`src/rtl/pcd_pkg.sv`:
```
package pcd_pkg;
    typedef enum logic [1:0] {
        A_PORT = 2'd0,
        A_ARM  = 2'd1,
        A_FLAG = 2'd2,
        A_NONE = 2'd3
    } addr_e;

    typedef enum logic {
        ST_QUIET = 1'b0,
        ST_PEND  = 1'b1
    } flag_st_e;
endpackage

```
`src/rtl/pcd_sync.sv`:
```
module pcd_sync #(
    parameter int W = 6
) (
    input  logic         clk,
    input  logic         por_n,
    input  logic [W-1:0] d_i,
    output logic [W-1:0] q_o
);
    logic [W-1:0] s1_q, s2_q;

    always_ff @(posedge clk or negedge por_n) begin
        if (!por_n) begin
            s1_q <= '0;
            s2_q <= '0;
        end else begin
            s1_q <= d_i;
            s2_q <= s1_q;
        end
    end

    assign q_o = s2_q;
endmodule

```
`src/rtl/pcd_arm.sv`:
```
module pcd_arm #(
    parameter int W       = 6,
    parameter int XTAL_LO = 4,
    parameter int XTAL_HI = 5,
    parameter int WUR_BIT = 3
) (
    input  logic         clk,
    input  logic         por_n,
    input  logic         wr_i,
    input  logic [W-1:0] wdata_i,
    input  logic         xtal_i,
    input  logic         sleep_i,
    input  logic         wur_en_i,
    output logic [W-1:0] arm_rd_o,
    output logic [W-1:0] arm_eff_o
);
    logic [W-1:0] arm_q;

    always_ff @(posedge clk or negedge por_n) begin
        if (!por_n) arm_q <= '0;
        else if (wr_i) arm_q <= wdata_i;
    end

    for (genvar i = 0; i < W; i++) begin : g_bit
        if (i >= XTAL_LO && i <= XTAL_HI) begin : g_xtal
            assign arm_rd_o[i] = arm_q[i] & ~xtal_i;
        end else begin : g_plain
            assign arm_rd_o[i] = arm_q[i];
        end
        if (i == WUR_BIT) begin : g_wur
            assign arm_eff_o[i] = arm_rd_o[i] & ~(wur_en_i & sleep_i);
        end else begin : g_norm
            assign arm_eff_o[i] = arm_rd_o[i];
        end
    end

    // in crystal mode, the oscillator-pin arm bits read back as 0
    p_xtal_read_r9: assert property (@(posedge clk) disable iff (!por_n)
        xtal_i |-> (arm_rd_o[XTAL_HI:XTAL_LO] == '0));
endmodule

```
`src/rtl/pcd_snapshot.sv`:
```
module pcd_snapshot #(
    parameter int W = 6
) (
    input  logic         clk,
    input  logic         por_n,
    input  logic         acc_i,
    input  logic [W-1:0] pin_s_i,
    input  logic [W-1:0] arm_eff_i,
    output logic         mismatch_o
);
    logic [W-1:0] snap_q;
    logic [W-1:0] snap_now;

    always_ff @(posedge clk or negedge por_n) begin
        if (!por_n) snap_q <= '0;
        else if (acc_i) snap_q <= pin_s_i;
    end

    assign snap_now   = acc_i ? pin_s_i : snap_q;
    assign mismatch_o = |((pin_s_i ^ snap_now) & arm_eff_i);

    // the snapshot only moves on a port access
    p_snap_hold_r5: assert property (@(posedge clk) disable iff (!por_n)
        !acc_i |=> $stable(snap_q));
endmodule

```
`src/rtl/pcd_flag_fsm.sv`:
```
module pcd_flag_fsm
    import pcd_pkg::*;
(
    input  logic clk,
    input  logic rst_n,
    input  logic mismatch_i,
    input  logic clr_i,
    input  logic gie_i,
    input  logic sleep_i,
    output logic flag_o,
    output logic irq_o,
    output logic wake_o
);
    flag_st_e st_q, st_d;

    always_comb begin
        st_d = st_q;
        unique case (st_q)
            ST_QUIET: if (mismatch_i) st_d = ST_PEND;          // raise
            ST_PEND:  if (clr_i && !mismatch_i) st_d = ST_QUIET; // release, else hold
            default:  st_d = ST_QUIET;
        endcase
    end

    always_ff @(posedge clk or negedge rst_n) begin
        if (!rst_n) st_q <= ST_QUIET;
        else        st_q <= st_d;
    end

    always_comb begin
        flag_o = (st_q == ST_PEND);
        irq_o  = flag_o & gie_i;
        wake_o = flag_o & sleep_i;
    end

    // any mismatch sets the flag on the next edge
    p_raise_r4: assert property (@(posedge clk) disable iff (!rst_n)
        mismatch_i |=> flag_o);
    // a clear under a live mismatch does not drop the flag
    p_sticky_r5: assert property (@(posedge clk) disable iff (!rst_n)
        (flag_o && clr_i && mismatch_i) |=> flag_o);
    // with no mismatch, nothing else sets the flag
    p_no_self_set_r6: assert property (@(posedge clk) disable iff (!rst_n)
        (!flag_o && !mismatch_i) |=> !flag_o);
endmodule

```
`src/rtl/pin_change_irq.sv`:
```
module pin_change_irq
    import pcd_pkg::*;
#(
    parameter int W       = 6,
    parameter int DATA_W  = 8,
    parameter int XTAL_LO = 4,
    parameter int XTAL_HI = 5,
    parameter int WUR_BIT = 3
) (
    input  logic              clk,
    input  logic              por_n,
    input  logic              sys_rst_n,
    input  logic [W-1:0]      pin_i,
    input  logic              bus_rd,
    input  logic              bus_wr,
    input  logic [1:0]        bus_addr,
    input  logic [DATA_W-1:0] bus_wdata,
    output logic [DATA_W-1:0] bus_rdata,
    input  logic              gie_i,
    input  logic              xtal_i,
    input  logic              sleep_i,
    input  logic              wur_en_i,
    output logic              flag_o,
    output logic              irq_o,
    output logic              wake_o
);
    localparam int PAD = DATA_W - W;

    addr_e        addr;
    logic [W-1:0] pin_s, arm_rd, arm_eff;
    logic         port_acc, arm_wr, clr, mismatch, flag_rst_n;
    logic         unused_wdata;

    assign addr         = addr_e'(bus_addr);
    assign port_acc     = (bus_rd | bus_wr) && addr == A_PORT;
    assign arm_wr       = bus_wr && addr == A_ARM;
    assign clr          = bus_wr && addr == A_FLAG && !bus_wdata[0];
    assign flag_rst_n   = por_n & sys_rst_n;
    assign unused_wdata = ^bus_wdata[DATA_W-1:W];

    pcd_sync #(.W(W)) u_sync (
        .clk(clk), .por_n(por_n), .d_i(pin_i), .q_o(pin_s)
    );

    pcd_arm #(.W(W), .XTAL_LO(XTAL_LO), .XTAL_HI(XTAL_HI), .WUR_BIT(WUR_BIT)) u_arm (
        .clk(clk), .por_n(por_n), .wr_i(arm_wr), .wdata_i(bus_wdata[W-1:0]),
        .xtal_i(xtal_i), .sleep_i(sleep_i), .wur_en_i(wur_en_i),
        .arm_rd_o(arm_rd), .arm_eff_o(arm_eff)
    );

    pcd_snapshot #(.W(W)) u_snap (
        .clk(clk), .por_n(por_n), .acc_i(port_acc), .pin_s_i(pin_s),
        .arm_eff_i(arm_eff), .mismatch_o(mismatch)
    );

    pcd_flag_fsm u_fsm (
        .clk(clk), .rst_n(flag_rst_n), .mismatch_i(mismatch), .clr_i(clr),
        .gie_i(gie_i), .sleep_i(sleep_i),
        .flag_o(flag_o), .irq_o(irq_o), .wake_o(wake_o)
    );

    always_comb begin
        unique case (addr)
            A_PORT:  bus_rdata = {{PAD{1'b0}}, pin_s};
            A_ARM:   bus_rdata = {{PAD{1'b0}}, arm_rd};
            A_FLAG:  bus_rdata = {{(DATA_W-1){1'b0}}, flag_o};
            default: bus_rdata = '0;
        endcase
    end

    // unimplemented arm bits read as 0
    p_arm_top_zero_r2: assert property (@(posedge clk) disable iff (!por_n)
        (bus_rd && addr == A_ARM) |-> (bus_rdata[DATA_W-1:W] == '0));
    // no interrupt request without the global enable
    p_irq_gate_r8: assert property (@(posedge clk) disable iff (!flag_rst_n)
        irq_o |-> (gie_i && flag_o));
endmodule

```
`config.mk`:
```
export PLATFORM = sky130hd
export DESIGN_NAME = pin_change_irq
export DESIGN_NICKNAME = d
export VERILOG_FILES = /design/src/rtl/pcd_pkg.sv /design/src/rtl/pcd_sync.sv /design/src/rtl/pcd_arm.sv /design/src/rtl/pcd_snapshot.sv /design/src/rtl/pcd_flag_fsm.sv /design/src/rtl/pin_change_irq.sv
export SDC_FILE = /design/constraint.sdc
export NUM_CORES = 1
export LEC_CHECK = 0
export ABC_AREA = 1
export BUFFER_PORTS_ARGS = -buffer_cell sky130_fd_sc_hd__buf_2
export CAP_MARGIN = 10
export CELL_PAD_IN_SITES_DETAIL_PLACEMENT = 0
export CELL_PAD_IN_SITES_GLOBAL_PLACEMENT = 1
export CORE_MARGIN = 4
export CORE_UTILIZATION = 36
export DETAILED_ROUTE_END_ITERATION = 10
export GPL_TIMING_DRIVEN = 0
export PLACE_DENSITY_LB_ADDON = 0.05
export SLEW_MARGIN = 20
export SYNTH_ARGS = -nofsm -noshare
export SYNTH_HDL_FRONTEND = slang
export SYNTH_SLANG_ARGS = --single-unit
```
`constraint.sdc`:
```
create_clock -name clk -period 1 [get_ports clk]
set_input_delay 0.1 -clock clk [delete_from_list [all_inputs] [get_ports clk]]
set_output_delay 0.1 -clock clk [all_outputs]
set_load 0.05 [all_outputs]
```
# Word-level counts from Yosys, hierarchy flattened
# Cells that the tools add are included.
[word_totals]
reg_bits = 25
latchBits = 0
ramBits = 0
rom_bits = 0
word_cells = 34
n_memories = 0
[op_classes]
n_addsub = 0
multipliers = 0
div = 0
magnitude_cmp = 0
n_eq_ne = 2
n_shift = 0
n_mux = 5
n_bitwise = 13
reduce_logical = 9
[op_table]
columns = ["cell", "n"]
rows = [
  ["one-hot mux 6 bit (3 select lines)", 1],
  ["AND 1 bit", 7],
  ["AND 6 bit", 1],
  ["two-way mux 6 bit", 1],
  ["OR reduction 6 bit", 1],
  ["bitwise XOR 6 bit", 1],
  ["logical AND 1 bit", 5],
  ["NOT 1 bit", 3],
  ["equality test 2 x 1 -> 1 bit, second input constant", 1],
  ["equality test 2 bit, second input constant", 1],
  ["zero test 1 bit", 2],
  ["zero test 2 bit", 1],
  ["two-way mux 1 bit", 2],
  ["one-hot mux 1 bit (2 select lines)", 1],
  ["OR 1 bit", 1],
]

# Longest topological paths before layout
[logic_depth]
ltp_word = 10
mapped_depth = 9
depth_no_buf = 9

# By module
# From an unflattened synthesis, not the netlist that was laid out.
[hier_totals]
cells_unflattened = 143
hier_area_um2 = 1176.1
[by_module_without_submodules]
columns = ["module", "n_inst", "cells_each", "area_per_inst_um2", "seq_area_each_um2"]
rows = [
  ["pcd_snapshot", 1, 50, 347.8, 150.1],
  ["pcd_arm", 1, 40, 312.8, 150.1],
  ["pcd_sync", 1, 12, 300.3, 300.3],
  ["pin_change_irq", 1, 32, 160.2, 0.0],
  ["pcd_flag_fsm", 1, 9, 55.1, 25.0],
]

# Worst setup path after synthesis
# OpenSTA, ideal clock, no wires.
[synth_timing]
path_type = "flip-flop to output port"
from = "reg u_sync.s2_q[1] (netlist: u_sync.q_o[1])"
to = "out bus_rdata[1]"
t_arrival_ps = 1470
t_required_ps = 900
setup_slack_ps = -570
path_stages_with_launch = 3
path_buffers = 0
cell_sequence = "dfrtp_1 inv_1 o21ai_0"
[synth_between]
elab_chain_len = 1
[synth_lines]
columns = ["item", "line_no", "text"]
rows = [
  ["start: declaration", "pcd_sync.sv:9", "logic [W-1:0] s1_q, s2_q;"],
  ["start signal: assignment", "pcd_sync.sv:17", "s2_q <= s1_q;"],
  ["one-hot mux 6 bit (3 select lines)", "pin_change_irq.sv:63", "unique case (addr)"],
  ["end: declaration", "pin_change_irq.sv:18", "output logic [DATA_W-1:0] bus_rdata,"],
]
# Every way passes these cells.

# Final worst setup path
[layout_timing]
from = "reg u_fsm.st_q (netlist: u_fsm.flag_o)"
to = "out bus_rdata[0]"
[layout_between]
elab_chain_len = 1
[layout_lines]
columns = ["item", "line_no", "text"]
rows = [
  ["start: declaration", "pcd_flag_fsm.sv:14", "flag_st_e st_q, st_d;"],
  ["start signal: assignment", "pcd_flag_fsm.sv:27", "else st_q <= st_d;"],
  ["one-hot mux 6 bit (3 select lines)", "pin_change_irq.sv:63", ""],
]
# Every way passes these cells.

==> results.rst <==
.. list-table::
   :header-rows: 1

   * - Metric
     - Value
   * - Aggregate routed wire length
     - 2300 um
   * - Filler Cells Inserted
     - 288
   * - Kind of end point of the critical path
     - output port
   * - Port buffer count
     - 31
   * - Maximum number of buffers from clock root to sink
     - 2
   * - Worst hold start
     - bus_wdata[3]
   * - Areal power density over the cells
     - ~1400 mW/mm2
   * - Unique cell type count in the Yosys netlist
     - 17
   * - Hold endpoint
     - u_arm.arm_q[3]$_DFFE_PN0P_
   * - Register bit total from synthesis
     - 25
   * - TritonCTS clock tree
     - yes
   * - Worst Slack Setup Final
     - -0.225 ns
   * - Worst-path clk slew
     - ~0.13 ns
   * - Hold path cells
     - 3
   * - Sum of net half-perimeters after detailed placement
     - roughly 1600 um
   * - Avg Inst Size Synth
     - 9.06 um2
   * - Clock period minus worst slack
     - ~1.2 ns
   * - Worst-case reg-to-reg path depth
     - 7
   * - DRC violations left
     - 0
   * - Final setup vio count
     - 10
   * - Critical path cell sequence
     - nand3_2 -> o211ai_1 -> buf_4
   * - Antenna violations before repair
     - 0
   * - Critical path peak fanout
     - 5
   * - Wire length of the first global-routing pass
     - 4230 um
   * - Final clock skew
     - approximately 0.0051 ns
   * - Total leakage power
     - 0.816 nW
   * - Layout cell share with drive strength beyond 1
     - 0.398
   * - Max incr delay on CP
     - 0.46 ns
   * - Highest-count cells in the layout ignoring fill and taps
     - 25 x sky130_fd_sc_hd__nand2_1, 24 x sky130_fd_sc_hd__dfrtp_1, 23 x sky130_fd_sc_hd__buf_2
   * - Fmax achieved
     - around 820 MHz
   * - Internal reg-to-reg setup slack
     - -0.02 ns
   * - Syn Std Cell Area
     - 0.00112 mm2
   * - Number of buffers inserted during clock tree synthesis
     - 3
   * - Overflow left after global routing
     - 0
   * - Max-cap viol count
     - 0
   * - Register area
     - 627 um2
   * - # nets final
     - 202
   * - Number of placed I/O pins
     - 36
   * - Count of standard-cell rows
     - 20
   * - End of the worst register-to-register path
     - u_fsm.flag_o$_DFF_PN0_
   * - Number of global-route vias before repair
     - ~940
   * - Slowest stage cell on the critical path
     - sky130_fd_sc_hd__dfrtp_2
   * - Period utilisation layout
     - 1.22
   * - Startpoint types
     - register
   * - Post-route ant nets
     - 0
   * - Clock root buffer
     - sky130_fd_sc_hd__clkbuf_4
   * - Vias per inst
     - 4.22
   * - Floorplan core area
     - around 0.003 mm2
   * - Actual slew at the worst max-slew pin
     - 0.571 ns
   * - Pin count of the biggest net entering global routing
     - 26
   * - Ant. Diodes
     - 0
   * - Count of clock tree sinks
     - 25
   * - Leading cell type in the layout, fill and taps excluded
     - sky130_fd_sc_hd__nand2_1
   * - DR WL/cell
     - 10.4 um
   * - Fin Hold WS
     - 0.0311 ns
   * - Maximum level of the CTS H-tree
     - 1
   * - DIE AREA
     - 0.00408 mm2
   * - Layout overhead on the synthesized area
     - 43.2%
   * - Yosys warning count
     - 0
   * - Chip width
     - 63.9 um
   * - Multi-input logic area
     - 425 um2
   * - Die span in y
     - about 64 um
   * - Final max-slew violation count
     - 0
   * - Worst voltage drop across the vdd grid
     - 0.920 mV
   * - CP required
     - 0.90 ns
   * - Kind of path behind the tightest hold check
     - in2reg
   * - Sequential cell area fraction in the yosys report
     - 0.557
   * - Clock latency reported for the late side of the worst-skew pair
     - 0.31 ns
   * - Pre-CTS WS
     - -0.133 ns
   * - Failing checks
     - negative setup slack
   * - Final count of hold timing violations
     - 0
   * - Power Total
     - approximately 2.2 mW
   * - RSZ-0062 raised after global routing
     - true
   * - Startpoint-to-endpoint class of the critical path
     - reg2out
   * - Initial DRC Count
     - 24
   * - Result of the run
     - finished, violations left
   * - Post-synthesis instance total
     - around 120
   * - Starting utilization of the core area
     - 0.371
   * - Slew margin rel.
     - 0.619
   * - Final Wtd Congestion
     - around 0.72
   * - Critical path data arrival time
     - 1.12 ns
   * - Gr usage total
     - 0.134
   * - R2r startpoint
     - u_sync.q_o[3]$_DFF_PN0_
   * - Number of vias after detailed routing
     - 929
   * - Number of optimization iterations in the first detailed-route pass
     - 6
worst max-delay path by stage:
stage	slack [ns]	cells after the start	to	from
global placement	-0.13	8	u_fsm.flag_o$_DFF_PN0_	bus_addr[1]
floorplan	-0.26	2	bus_rdata[0]	u_sync.q_o[0]$_DFF_PN0_
global route	-0.29	3	bus_rdata[0]	u_fsm.flag_o$_DFF_PN0_
finish	-0.22	3	bus_rdata[0]	u_fsm.flag_o$_DFF_PN0_
detailed placement	-0.13	5	bus_rdata[0]	bus_addr[1]
CTS	-0.25	3	bus_rdata[0]	u_fsm.flag_o$_DFF_PN0_
per-layer routing:
metal / vias up / share of wire / GRT usage
met5: - / 0 / 0
met4: 0 / 0.0078 / 0.0566
met3: 2 / 0.059 / 0.0264
met2: 25 / 0.48 / 0.228
met1: 419 / 0.45 / 0.163
li1: 483 / - / -
power by group:
| group | internal [mW] | total, mW | leakage [nW] | switching, mW |
|---|---|---|---|---|
| clock network | 0.156 | 0.439 | 0.0150 | 0.284 |
| logic | 0.272 | 0.631 | 0.507 | 0.359 |
| registers | 1.12 | 1.17 | 0.294 | 0.0551 |
worst max-delay path, delay by kind of cell, from the launching register on:
kind | cells | cell delay [ns]
simple gates | 1 | 0.07
compound gates | 1 | 0.08
flops | 1 | 0.46
buf+inv | 1 | 0.20
kinds of logic after synthesis:
group | Yosys count | share of synthesized area
mux | 5 | 0.0501
other cells | 1 | 0.00334
simple gates | 46 | 0.182
flops | 25 | 0.557
buf+inv | 27 | 0.104
compound gates | 20 | 0.105
metrics by stage:
step           cell area (um2)   util  setup TNS (ns)  instances
2_1_floorplan             1160      -          -0.451        125
5_1_grt                   1610  0.531           -2.33        220
4_1_cts                   1580  0.521           -1.79        217
3_5_place_dp              1370  0.452           -1.02        200
3_3_place_gp              1370  0.452          -0.926        200
6_report                  1610  0.531           -1.56        220
layout make-up:
type / instances / area share
well taps: 44 / 0.0342
flip-flops and latches: 25 / 0.390
inverters: 24 / 0.0607
repair buffers: 47 / 0.219
plain buffers: 3 / 0.0163
clock buffers: 4 / 0.0163
multi-input cells: 73 / 0.264
cells in the mapped netlist:
master	number	area share
sky130_fd_sc_hd__dfrtp_1	25	0.56
sky130_fd_sc_hd__buf_4	2	0.013
sky130_fd_sc_hd__conb_1	1	0.0033
sky130_fd_sc_hd__inv_1	24	0.080
sky130_fd_sc_hd__nand2_4	1	0.010
sky130_fd_sc_hd__nand3_1	5	0.022
sky130_fd_sc_hd__o21ai_0	9	0.040
sky130_fd_sc_hd__buf_6	1	0.010
sky130_fd_sc_hd__nor2_4	2	0.020
sky130_fd_sc_hd__a21oi_1	4	0.018
sky130_fd_sc_hd__nor2_1	9	0.030
sky130_fd_sc_hd__nand2_2	1	0.0056
sky130_fd_sc_hd__o22ai_1	3	0.017
sky130_fd_sc_hd__a21oi_2	3	0.023
sky130_fd_sc_hd__nand2_1	28	0.094
sky130_fd_sc_hd__o211ai_1	1	0.0067
sky130_fd_sc_hd__mux2_2	5	0.050
what timing repair did:
action                                 CTS  global route
hold buffers                            12             0
endpoints found under the hold margin   35             0
resized for setup                       22             2
gates cloned                             0             0
pin swaps                                2             6
setup endpoints to repair                9            10
setup buffers                            1             3
state kept, by name, summed over array words and instances, names as in the netlist:
name           cells
u_fsm.flag_o       1
u_sync.s1_q        6
u_snap.snap_q      6
u_arm.arm_q        6
u_sync.q_o         6
Note: power is estimated with default switching activity, not from simulation.
